**src/rtl/spd_wp_pkg.sv**
```systemverilog
package spd_wp_pkg;

   typedef enum logic [2:0] {
      ST_IDLE,
      ST_DEVSEL,
      ST_MADDR,
      ST_MDATA,
      ST_PDUM1,
      ST_PDUM2,
      ST_PARMED
   } wp_seq_t;

   localparam logic [2:0] CODE_CLR_ALL = 3'b011;

   // returns {valid, flag index}
   function automatic logic [2:0] code_slot(input logic [2:0] code);
      case (code)
         3'b001:  code_slot = {1'b1, 2'd0};
         3'b100:  code_slot = {1'b1, 2'd1};
         3'b101:  code_slot = {1'b1, 2'd2};
         3'b000:  code_slot = {1'b1, 2'd3};
         default: code_slot = 3'b000;
      endcase
   endfunction

endpackage

```
**src/rtl/wp_hv_window.sv**
```systemverilog
module wp_hv_window #(
   parameter int SYNC_STAGES = 2
) (
   input  logic clk,
   input  logic rst_n,
   input  logic ev_start,
   input  logic hv_det,
   output logic hv_win
);
   logic hv_s;
   logic hv_ok_q;

   generate
      if (SYNC_STAGES == 0) begin : g_nosync
         assign hv_s = hv_det;
      end else begin : g_sync
         logic [SYNC_STAGES-1:0] sh_q;
         always_ff @(posedge clk or negedge rst_n) begin
            if (!rst_n) sh_q <= '0;
            else        sh_q <= SYNC_STAGES'({sh_q, hv_det});
         end
         assign hv_s = sh_q[SYNC_STAGES-1];
      end
   endgenerate

   always_ff @(posedge clk or negedge rst_n) begin
      if (!rst_n)        hv_ok_q <= 1'b0;
      else if (ev_start) hv_ok_q <= hv_s;
      else               hv_ok_q <= hv_ok_q & hv_s;
   end

   assign hv_win = hv_ok_q & hv_s;

endmodule

```
**src/rtl/wp_flag_bank.sv**
```systemverilog
module wp_flag_bank #(
   parameter int NUM_BLK = 4,
   parameter logic [NUM_BLK-1:0] FLAG_INIT = '0,
   localparam int IDX_W = $clog2(NUM_BLK)
) (
   input  logic               clk,
   input  logic               rst_n,
   input  logic               set_stb,
   input  logic [IDX_W-1:0]   set_idx,
   input  logic               clr_stb,
   output logic [NUM_BLK-1:0] flags
);
   generate
      for (genvar g = 0; g < NUM_BLK; g++) begin : g_flag
         logic fl_q;
         always_ff @(posedge clk or negedge rst_n) begin
            if (!rst_n)       fl_q <= FLAG_INIT[g];
            else if (clr_stb) fl_q <= 1'b0;
            else if (set_stb && set_idx == IDX_W'(g)) fl_q <= 1'b1;
         end
         assign flags[g] = fl_q;
      end
   endgenerate

   // set and clear never arrive together
   AST_SET_CLR_EXCL: assert property (@(posedge clk) disable iff (!rst_n)
      !(set_stb && clr_stb));

endmodule

```
**src/rtl/wp_seq.sv**
```systemverilog
module wp_seq
   import spd_wp_pkg::*;
#(
   parameter int MEM_AW = 8,
   parameter int NUM_BLK = 4,
   parameter logic [3:0] MEM_GRP = 4'b1010,
   parameter logic [3:0] PRT_GRP = 4'b0110,
   localparam int IDX_W = $clog2(NUM_BLK)
) (
   input  logic               clk,
   input  logic               rst_n,
   input  logic               ev_start,
   input  logic               ev_stop,
   input  logic               ev_byte,
   input  logic [7:0]         byte_dat,
   input  logic               page_sel,
   input  logic               hv_win,
   input  logic [NUM_BLK-1:0] flags,
   output logic               rsp_vld,
   output logic               rsp_ack,
   output logic               wr_en,
   output logic [MEM_AW:0]    wr_addr,
   output logic               set_stb,
   output logic [IDX_W-1:0]   set_idx,
   output logic               clr_stb
);
   wp_seq_t            st_q, st_n;
   logic [MEM_AW-1:0]  adr_q, adr_n;
   logic [2:0]         code_q, code_n;
   logic               rv_n, ra_n, we_n;
   logic [MEM_AW:0]    wa_n;
   logic [2:0]         dev_slot, arm_slot;
   logic [IDX_W-1:0]   mem_blk;

   assign dev_slot = code_slot(byte_dat[3:1]);
   assign arm_slot = code_slot(code_q);
   assign mem_blk  = {page_sel, adr_q[MEM_AW-1]};

   always_comb begin
      st_n    = st_q;
      adr_n   = adr_q;
      code_n  = code_q;
      rv_n    = 1'b0;
      ra_n    = 1'b0;
      we_n    = 1'b0;
      wa_n    = wr_addr;
      set_stb = 1'b0;
      clr_stb = 1'b0;
      set_idx = arm_slot[IDX_W-1:0];
      if (ev_start) begin
         st_n = ST_DEVSEL;
      end else if (ev_stop) begin
         if (st_q == ST_PARMED && hv_win) begin
            if (code_q == CODE_CLR_ALL) clr_stb = 1'b1;
            else                        set_stb = arm_slot[2];
         end
         st_n = ST_IDLE;
      end else if (ev_byte) begin
         rv_n = 1'b1;
         st_n = ST_IDLE;
         case (st_q)
            ST_DEVSEL: begin
               if (byte_dat[7:4] == MEM_GRP) begin
                  ra_n = 1'b1;
                  if (!byte_dat[0]) st_n = ST_MADDR;
               end else if (byte_dat[7:4] == PRT_GRP && hv_win) begin
                  if (byte_dat[0]) begin
                     if (dev_slot[2]) ra_n = !flags[dev_slot[IDX_W-1:0]];
                  end else if (dev_slot[2] || byte_dat[3:1] == CODE_CLR_ALL) begin
                     ra_n   = 1'b1;
                     code_n = byte_dat[3:1];
                     st_n   = ST_PDUM1;
                  end
               end
            end
            ST_MADDR: begin
               ra_n  = 1'b1;
               adr_n = byte_dat[MEM_AW-1:0];
               st_n  = ST_MDATA;
            end
            ST_MDATA: begin
               if (!flags[mem_blk]) begin
                  ra_n  = 1'b1;
                  we_n  = 1'b1;
                  wa_n  = {page_sel, adr_q};
                  adr_n = adr_q + 1'b1;
                  st_n  = ST_MDATA;
               end
            end
            ST_PDUM1: begin
               ra_n = 1'b1;
               st_n = ST_PDUM2;
            end
            ST_PDUM2: begin
               ra_n = 1'b1;
               st_n = ST_PARMED;
            end
            default: st_n = ST_IDLE;
         endcase
      end
   end

   always_ff @(posedge clk or negedge rst_n) begin
      if (!rst_n) begin
         st_q    <= ST_IDLE;
         adr_q   <= '0;
         code_q  <= '0;
         rsp_vld <= 1'b0;
         rsp_ack <= 1'b0;
         wr_en   <= 1'b0;
         wr_addr <= '0;
      end else begin
         st_q    <= st_n;
         adr_q   <= adr_n;
         code_q  <= code_n;
         rsp_vld <= rv_n;
         rsp_ack <= ra_n;
         wr_en   <= we_n;
         wr_addr <= wa_n;
      end
   end

   AST_RSP_FOLLOWS_BYTE: assert property (@(posedge clk) disable iff (!rst_n)
      ev_byte |=> rsp_vld);
   AST_RSP_QUIET: assert property (@(posedge clk) disable iff (!rst_n)
      !ev_byte |=> (!rsp_vld && !rsp_ack));
   AST_WE_ACKED: assert property (@(posedge clk) disable iff (!rst_n)
      wr_en |-> (rsp_vld && rsp_ack));

endmodule

```
**src/rtl/spd_wp_ctrl.sv**
```systemverilog
module spd_wp_ctrl #(
   parameter int MEM_AW = 8,
   parameter int PAGE_W = 1,
   parameter int HV_SYNC = 2,
   parameter logic [3:0] MEM_GRP = 4'b1010,
   parameter logic [3:0] PRT_GRP = 4'b0110,
   parameter logic [3:0] FLAG_INIT = 4'b0000
) (
   input  logic            clk,
   input  logic            rst_n,
   input  logic            ev_start,
   input  logic            ev_stop,
   input  logic            ev_byte,
   input  logic [7:0]      byte_dat,
   input  logic            page_sel,
   input  logic            hv_det,
   output logic            rsp_vld,
   output logic            rsp_ack,
   output logic            wr_en,
   output logic [MEM_AW:0] wr_addr
);
   localparam int NUM_BLK = 2 ** (PAGE_W + 1);
   localparam int IDX_W   = $clog2(NUM_BLK);

   generate
      if (NUM_BLK != 4 || MEM_AW < 2 || MEM_AW > 8 || HV_SYNC < 0) begin : g_bad_cfg
         $error("spd_wp_ctrl: unsupported configuration");
      end
   endgenerate

   logic               hv_win;
   logic [NUM_BLK-1:0] flags;
   logic               set_stb, clr_stb;
   logic [IDX_W-1:0]   set_idx;

   wp_hv_window #(.SYNC_STAGES(HV_SYNC)) i_hv (
      .clk(clk), .rst_n(rst_n), .ev_start(ev_start), .hv_det(hv_det), .hv_win(hv_win)
   );

   wp_flag_bank #(.NUM_BLK(NUM_BLK), .FLAG_INIT(FLAG_INIT)) i_flags (
      .clk(clk), .rst_n(rst_n), .set_stb(set_stb), .set_idx(set_idx),
      .clr_stb(clr_stb), .flags(flags)
   );

   wp_seq #(.MEM_AW(MEM_AW), .NUM_BLK(NUM_BLK), .MEM_GRP(MEM_GRP), .PRT_GRP(PRT_GRP)) i_seq (
      .clk(clk), .rst_n(rst_n), .ev_start(ev_start), .ev_stop(ev_stop),
      .ev_byte(ev_byte), .byte_dat(byte_dat), .page_sel(page_sel),
      .hv_win(hv_win), .flags(flags), .rsp_vld(rsp_vld), .rsp_ack(rsp_ack),
      .wr_en(wr_en), .wr_addr(wr_addr), .set_stb(set_stb), .set_idx(set_idx),
      .clr_stb(clr_stb)
   );

   AST_CHG_AT_STOP: assert property (@(posedge clk) disable iff (!rst_n)
      (flags != $past(flags)) |-> $past(ev_stop));
   AST_CHG_NEEDS_HV: assert property (@(posedge clk) disable iff (!rst_n)
      (flags != $past(flags)) |-> $past(hv_win));
   AST_SET_SINGLE: assert property (@(posedge clk) disable iff (!rst_n)
      $countones(flags & ~$past(flags)) <= 1);
   AST_CLR_WHOLE: assert property (@(posedge clk) disable iff (!rst_n)
      (|($past(flags) & ~flags)) |-> (flags == '0));
   AST_NO_PROT_WRITE: assert property (@(posedge clk) disable iff (!rst_n)
      wr_en |-> !flags[{wr_addr[MEM_AW], wr_addr[MEM_AW-1]}]);

endmodule

```
**config.mk**
```make
export PLATFORM = sky130hd
export DESIGN_NAME = spd_wp_ctrl
export DESIGN_NICKNAME = d
export VERILOG_FILES = /design/src/rtl/spd_wp_pkg.sv /design/src/rtl/wp_hv_window.sv /design/src/rtl/wp_flag_bank.sv /design/src/rtl/wp_seq.sv /design/src/rtl/spd_wp_ctrl.sv
export SDC_FILE = /design/constraint.sdc
export NUM_CORES = 1
export LEC_CHECK = 0
export BUFFER_PORTS_ARGS = -buffer_cell sky130_fd_sc_hd__buf_2
export CAP_MARGIN = 20
export CORE_MARGIN = 4
export CORE_UTILIZATION = 25
export DETAILED_ROUTE_END_ITERATION = 7
export GPL_TIMING_DRIVEN = 1
export HOLD_SLACK_MARGIN = 0.08
export SETUP_SLACK_MARGIN = 0.02
export SYNTH_ARGS = -nofsm -noshare
export SYNTH_HDL_FRONTEND = slang
export SYNTH_SLANG_ARGS = --single-unit
```
**constraint.sdc**
```tcl
create_clock -name clk -period 2.05 [get_ports clk]
set_clock_uncertainty 0.2 [all_clocks]
set_input_delay 0 -clock clk [delete_from_list [all_inputs] [get_ports clk]]
set_output_delay 0 -clock clk [all_outputs]
set_load 0.005 [all_outputs]
```
==> reports/summary.md, run 1 <==
Row generation in the floorplan step produced 29 rows. The height of the die is 90.6 µm. The clock passes through at most 2 buffers. The most common cell in the synthesized netlist is sky130_fd_sc_hd__dfrtp_1. Across the VDD grid, the largest voltage drop is 278 µV. The sequential power share came out at 0.474.

The worst hold path belongs to the class in -> async. The switching share of total power was 0.215. Summing every instance area after synthesis gives 0.00171 mm².

Setup repair after global routing could not meet its margin everywhere. The congestion estimate from routability-driven global placement came to 0.827. The tools report the sequential area share after synthesis as 0.484.

The synthesized design contains 0 enable-type register cells. For the number of max-cap violations, the log shows 0. From left edge to right edge, the die measures 90.6 µm.

The wire-length estimate of the detail-placed layout is 3.10 mm. The worst setup path is captured at a flip-flop. The first-pass GRT wire length came out at 7.17 mm. Once detail routing completed, the nets flagged for antenna violations numbered 0. The most critical setup path has its startpoint at byte_dat[4]. The tools report the total congestion overflow as 0. The top fanout value on the critical path came out at 4. During synthesis, Yosys emitted a total of 0 warnings. The layout cell share with drive strength beyond 1 came out at 0.370.

The flow ran to the end, and the final reports show no timing, DRC or antenna violations. After the flow finishes, the layout carries non-filler instances totaling 285. Setup violations remaining at the end of the flow were counted as 0. In this run the count of I/O pins placed on the die edge is 27. For the pin with the worst max-slew slack, the measured transition is 730 ps. TritonCTS built the clock tree. Full die area: 0.00821 mm². Entering global routing, the biggest net connects 34 pins. The layout has 624 filler cells. The final routed wire length divided by cell count works out to 15.0 µm. The worst register-to-register path begins at i_flags.g_flag[2].fl_q$_DFFE_PN0P_. The internal portion of the total power is 1110 µW.

Synthesis inferred 33 register bits. The area overhead of the layout relative to synthesis was 36.8%. The final layout contains 223 nets. The number of nets produced by synthesis is 165, and the final critical-path share of the clock period is 0.987. The clock root buffer is sky130_fd_sc_hd__clkbuf_8. The clock network fraction of total power is 0.446, and the static leakage is 0.00104 µW. The worst-case headroom to the max-slew limit is 0.513. For flop-to-flop paths, the worst setup slack is 30 ps. Clock tree synthesis inserted a total of 5 buffers. The count of buffers added on input and output ports is 26.

In this run the power density over the cells is 605 mW/mm². For the distinct cell type count after synthesis, the log shows 47. The tools report the total routing usage reported by global routing as 0.110. The critical path is of the in -> reg type. The tools report the arrival time of data at the critical path endpoint as 1980 ps.

The total number of clock tree sinks was 33. Combinational share of power: 0.079. The number of DRC markers in iteration 0 was 117. For this run, design rule violations remaining after detail routing come to 0. In the final timing run, aggregate negative setup slack is 0 ps. A synthesized cell averages 11.4 µm².

The number of H-tree branching levels was 2. The number of vias in the routed layout was 1419. The commonest cells after synthesis are sky130_fd_sc_hd__dfrtp_1 (33), sky130_fd_sc_hd__mux2_2 (13), sky130_fd_sc_hd__inv_1 (9).

The logs give 0 for the number of diodes added for antenna fixing and 0.00649 mm² for the area of the placeable core. The via count of the first global-routing pass came out at 1436. Ranked by total cell area, the synthesized netlist is headed by sky130_fd_sc_hd__dfrtp_1 (48%), sky130_fd_sc_hd__mux2_2 (8.6%), sky130_fd_sc_hd__mux2i_1 (2.9%).

The starting utilization of the core area was 0.263. The async set or reset register ratio after synthesis was 1.00. The clock-pin transition on the worst setup and hold timing paths is 60 ps. Using the TritonRoute via totals, the vias-per-cell ratio works out to 4.98. Of all cell types, the one taking the most synthesized area is sky130_fd_sc_hd__dfrtp_1. After detailed routing, the total wire length is 4.27 mm. The cell count after synthesis came out at 149.

The tools report the switching component of the power as 303 µW. The later pin in the worst-skew pair is clocked with a latency of 280 ps. For this run, the top clock speed supported by timing is 494 MHz. Number of placed instances, taps included: 257. The tools report the startpoint type of the worst setup path as an input port. The fraction of synthesized cell area taken by the top area cell type came out at 0.484. The leading register cell type out of synthesis is sky130_fd_sc_hd__dfrtp_1. Power comes to 1410 µW.

The fraction of the core area covered by cells at the end of the flow is 0.359, and the number of antenna violations at the first check in global routing is 0. Subtracting the final worst setup slack from the clock period gives 2020 ps. The tools report the data required time of the critical path as 2010 ps.

The total count of max-transition violations in the final report was 0; the final count of hold timing violations was 0. Before antenna repair, the detailed router went through 4 iterations.
## registers in the layout, indices dropped and copies added (netlist names)
name and flops:
i_hv.g_sync.sh_q 2, i_seq.code_q 3, i_seq.wr_en 1, i_seq.wr_addr 9, i_hv.hv_ok_q 1, i_seq.st_q 3, i_seq.rsp_ack 1, i_flags.g_flag.fl_q 4
i_seq.adr_q 8, i_seq.rsp_vld 1
## repair_timing
action / CTS / global route
endpoints found under the hold margin: 51 / 0
endpoints found under the setup margin: 1 / 19
buffers inserted: 0 / 6
resized for setup: 1 / 9
hold buffers: 14 / 0
pin swaps: 0 / 4
## cells by family after synthesis
kind of cell | share of synthesized area
flip-flops | 0.484
adder cells (fa/ha/maj) | 0.00734
AO/OA/AOI/OAI | 0.166
buffers and inverters | 0.0330
multiplexers | 0.150
AND/OR/NAND/NOR | 0.159
## layout make-up
type,count,area (µm²),share of cell area
clock buffers,7,86.3,0.0370
clock inverters,1,30.0,0.0129
inverters,9,33.8,0.0145
multi-input cells,103,862,0.370
flip-flops and latches,33,828,0.355
well taps,77,96.3,0.0413
repair buffers,55,395,0.170
## worst paths after layout
| path | to | cells after the start |
|---|---|---|
| max | i_seq.st_q[2]$_DFFE_PN0P_ | 6 |
| max in group asynchronous | i_seq.st_q[2]$_DFFE_PN0P_ | 2 |
| min in group clk | i_hv.g_sync.sh_q[1]$_DFF_PN0_ | 0 |
| min reg2reg | i_hv.g_sync.sh_q[1]$_DFF_PN0_ | 0 |
| max reg2reg | i_seq.adr_q[0]$_DFFE_PN0P_ | 3 |
| min | i_seq.adr_q[0]$_DFFE_PN0P_ | 2 |
## critical path, stage by stage
cell and delay [ps]:
sky130_fd_sc_hd__dlygate4sd3_1 540, sky130_fd_sc_hd__buf_2 160, sky130_fd_sc_hd__or3b_1 450, sky130_fd_sc_hd__a2111oi_4 340, sky130_fd_sc_hd__a21oi_1 140, sky130_fd_sc_hd__a2111oi_2 360
## cell usage in the layout, fill, tap and decap left out, drive strengths merged, types with 4 or more instances in the layout
cell type / netlist / routed
nor2: 5 / 5
inv: 9 / 9
nand3: 7 / 7
o31ai: 4 / 4
mux2i: 5 / 5
dlygate4sd3: 0 / 14
clkbuf: 3 / 7
dfrtp: 33 / 33
o21ai: 4 / 4
nand4: 4 / 4
buf: 0 / 41
mux2: 14 / 14
nand2: 8 / 8
a2111oi: 4 / 4
a21oi: 7 / 7
## per-stage QoR
stage	setup slack (ps)	instance area (µm²)	hold WS, ps
global placement	61.1	1980	-92.4
finish	27.6	2330	118
floorplan	0.601	1710	-496
global route	-51.9	2330	170
CTS	27.9	2240	157
detailed placement	36.0	1980	-84.9
## power by group through the flow
stage / Sequential (µW) / Combinational, µW / Clock (µW)
final: 669 / 112 / 630
after global routing: 670 / 124 / 675
after CTS: 669 / 107 / 644
after detailed placement: 681 / 85.9 / 0
after global placement: 681 / 85.0 / 0
after floorplan: 679 / 33.8 / 0
## metal layers
layer,vias to the layer above,part of all wire,GRT usage
met2,40,0.44,0.166
li1,688,-,-
met5,-,0,0
met3,7,0.055,0.0317
met4,0,0.014,0.0383
met1,684,0.49,0.150
No activity file was read; power rests on OpenSTA's default activity.
==> run 2: changes to the inputs <==
- CORE_MARGIN: 4 -> 1.5
==> run 2 against run 1 <==
The flow now finishes with violations (DRC). Routed wire length rose by 0.16%. Die area fell by 11%. Critical path depth down 3. Power fell by 10%. Worst setup slack got worse by 5.7 ps. Via count is 0.49% lower. Utilization decreased by 1.0 points. Sequential cell count did not move. First-iteration DRC count fell by 38%. Register-to-register slack barely moved. Largest cell class unchanged. Largest power group unchanged.
==> reports/summary.md, run 2 (synthesized netlist as in run 1, its figures left out) <==
The total setup violations reported at the end of the flow is 0 (unchanged). Via count of the first global-routing pass: 1443 (+0.49%). The worst register-to-register path begins at i_flags.g_flag[3].fl_q$_DFFE_PN0P_. Final routed wire length divided by cell count: 15.3 µm (+2.3%).

The final layout net count is 218 (-2.2%), and the met2 track demand over resource is 0.190 (+0.0242). The register with the most flip-flops in the final layout is i_seq.wr_addr. The run gives 0.00733 mm² (-11%) as the full die area. The maximum buffer depth of the clock tree is 2 (unchanged). Total number of clock tree sinks: 33 (unchanged).

The critical path in this run is classified as reg -> reg. The layout cell share with drive strength beyond 1 came out at 0.337 (-0.0336). The tools report the worst-case headroom to the max-slew limit as 0.498 (-0.0154). STA classifies the critical path startpoint as a flip-flop. The area of the placeable core came out at 0.00646 mm² (-0.56%). The flow ran to the end, but the final reports show violations.

The library cell used most frequently in the layout, excluding fill and tap cells, is sky130_fd_sc_hd__dfrtp_1. Total routing usage reported by global routing: 0.126 (+0.0162). Worst-path cell with the longest stage delay: sky130_fd_sc_hd__mux4_2.

The tools report the pin count of the biggest net entering global routing as 34 (unchanged). The total congestion overflow came out at 0 (unchanged). In this run the worst setup path begins at i_flags.g_flag[3].fl_q$_DFFE_PN0P_. The number of vias in the routed layout is 1412 (-0.49%). The logs give 0.00100 µW (-3.4%) for the static leakage and 0.178 (+0.0276) for the met1 layer usage reported by global route.

The transition time at the pin with the least slew margin came out at 753 ps (+23.2 ps). Path category of the worst min-delay check: in -> async. The global-route layer with the greatest usage is met2.

The run gives 2 (+2) as the residual DRC count. The logs give 0 (unchanged) for the number of diodes added for antenna fixing and 280 ps (about the same) for the insertion delay of the later-clocked pin in the worst-skew pair. The number of DRC markers in iteration 0 was 72 (-38%). Total clock buffers created by CTS: 5 (unchanged). STA classifies the critical path endpoint as a flip-flop. Setup repair after global routing could not meet its margin everywhere. The post-detailed-route count of antenna-violating nets came out at 0 (unchanged). The area overhead of the layout relative to synthesis was 32.1%. The maximum single-stage delay on the critical path was 610 ps (+70 ps); the number of top-level design ports was 27 (unchanged).

For the data required time of the critical path, the log shows 2020 ps (about the same). Traced cell by cell, the critical path runs through mux4_2, a2111oi_4, mux2_4. The arrival time of data at the critical path endpoint is 1990 ps (about the same), and the clock-pin transition on the worst setup and hold timing paths is 60 ps (about the same).

For the post-route total power, the log shows 1270 µW (-10%). The number of H-tree branching levels was 2 (unchanged); the first-pass iteration count of the detailed router was 6 (+2). The die width was 85.6 µm (-5.5%).

The tools report the clock root buffer as sky130_fd_sc_hd__clkbuf_8. The area taken by flip-flops and latches is 826 µm² (-0.30%), and the starting utilization of the core area is 0.264 (+0.00148). The row count is 29 (unchanged), and the post-DP HPWL is 3.06 mm (-1.2%).

The run gives 0.869 (+5.1%) as the routability-driven placement congestion ratio. The largest registers in the layout are i_seq.wr_addr (9), i_seq.adr_q (8), i_flags.g_flag.fl_q (4). The run gives 7.16 mm (-0.20%) as the first-pass GRT wire length. The final count of hold timing violations was 0 (unchanged); the count of buffers inserted at the top-level ports was 26 (unchanged).

The routing usage on met3 is 0.0318 (+0.0000946). The highest achievable clock rate came out at 493 MHz (-0.28%). The detailed-route vias per instance came out at 5.06 (+1.6%).

The final critical-path share of the clock period was 0.989 (+0.00277); the power per standard cell area was 562 mW/mm² (-7.1%). The top fanout value on the critical path was 7 (+3). The final reports fail on DRC.

For the number of antenna violations at the first check in global routing, the log shows 0 (unchanged). Height of the die: 85.6 µm (-5.5%). TritonCTS built the clock tree. The flip-flop count of the largest register, all copies and words added was 9 (unchanged). In the layout the commonest cells are sky130_fd_sc_hd__dfrtp_1 (33), sky130_fd_sc_hd__buf_2 (26), sky130_fd_sc_hd__dlygate4sd3_1 (14). The aggregate negative setup slack was 0 ps (unchanged); the final wirelength was 4.27 mm (+0.16%). The number of max-cap violations is 0 (unchanged). The total count of max-transition violations in the final report is 0 (unchanged). The run gives 315 µV (+13%) as the maximum resistive drop on vdd. The number of filler instances in the final layout was 665 (+6.6%); the footprint of the multi-input gates was 853 µm² (-1.0%).

The clock period minus worst slack is 2030 ps (+5.67 ps).
[run 2: worst paths after layout]
path,endpoint,slack (ps),cells past startpoint
max,i_seq.adr_q[0]$_DFFE_PN0P_,20,3
min,i_seq.st_q[1]$_DFFE_PN0P_,130,2
max reg2reg,i_seq.adr_q[0]$_DFFE_PN0P_,20,3
min reg2reg,i_hv.g_sync.sh_q[1]$_DFF_PN0_,160,0
max in group asynchronous,i_seq.adr_q[2]$_DFFE_PN0P_,1030,2
min in group clk,i_hv.g_sync.sh_q[1]$_DFF_PN0_,160,0
[run 2: through the flow]
step | cell area, µm² | hold WS [ps] | setup WS, ps | std cells | util
after global routing | 2250 | 161 | -46.4 | 279 | 0.349
after floorplan | 1710 | -496 | 0.601 | 149 | -
after CTS | 2200 | 160 | 23.0 | 277 | 0.340
after global placement | 1970 | -94.7 | 56.4 | 256 | 0.305
final | 2250 | 131 | 21.9 | 279 | 0.349
after detailed placement | 1970 | -89.0 | 19.5 | 256 | 0.305
[run 2: repair_timing]
action / in CTS / in global routing
buffers inserted: 0 / 2
gates resized for setup: 0 / 6
gates cloned: 0 / 0
hold endpoints to repair: 52 / 0
endpoints found under the setup margin: 3 / 19
hold buffers: 14 / 0
pin swaps: 1 / 1
[run 2: worst max-delay path, delay by kind of cell, from the launching register on]
family | cells | cell delay [ps]
DFF | 1 | 400
muxes | 2 | 940
AOI/OAI and AO/OA | 1 | 380
[run 2: layer usage]
metal | wire [µm] | share of wire | vias to the layer above
li1 | - | - | 679
met1 | 2020 | 0.47 | 689
met2 | 1990 | 0.46 | 39
met5 | 0 | 0 | -
met3 | 237 | 0.055 | 5
met4 | 34 | 0.0080 | 0
[run 2: cell type report]
| cell class | count | area share |
|---|---|---|
| Inverter | 9 | 0.0150 |
| Clock buffer | 7 | 0.0383 |
| Tap cell | 77 | 0.0428 |
| Multi-Input combinational cell | 103 | 0.379 |
| Timing Repair Buffer | 50 | 0.159 |
| Sequential cell | 33 | 0.366 |
[run 2: power by group]
| group | total, µW | internal [µW] | switching, µW |
|---|---|---|---|
| logic | 109 | 51.1 | 58.1 |
| registers | 670 | 660 | 9.62 |
| clock network | 487 | 266 | 221 |
| total | 1270 | 977 | 289 |
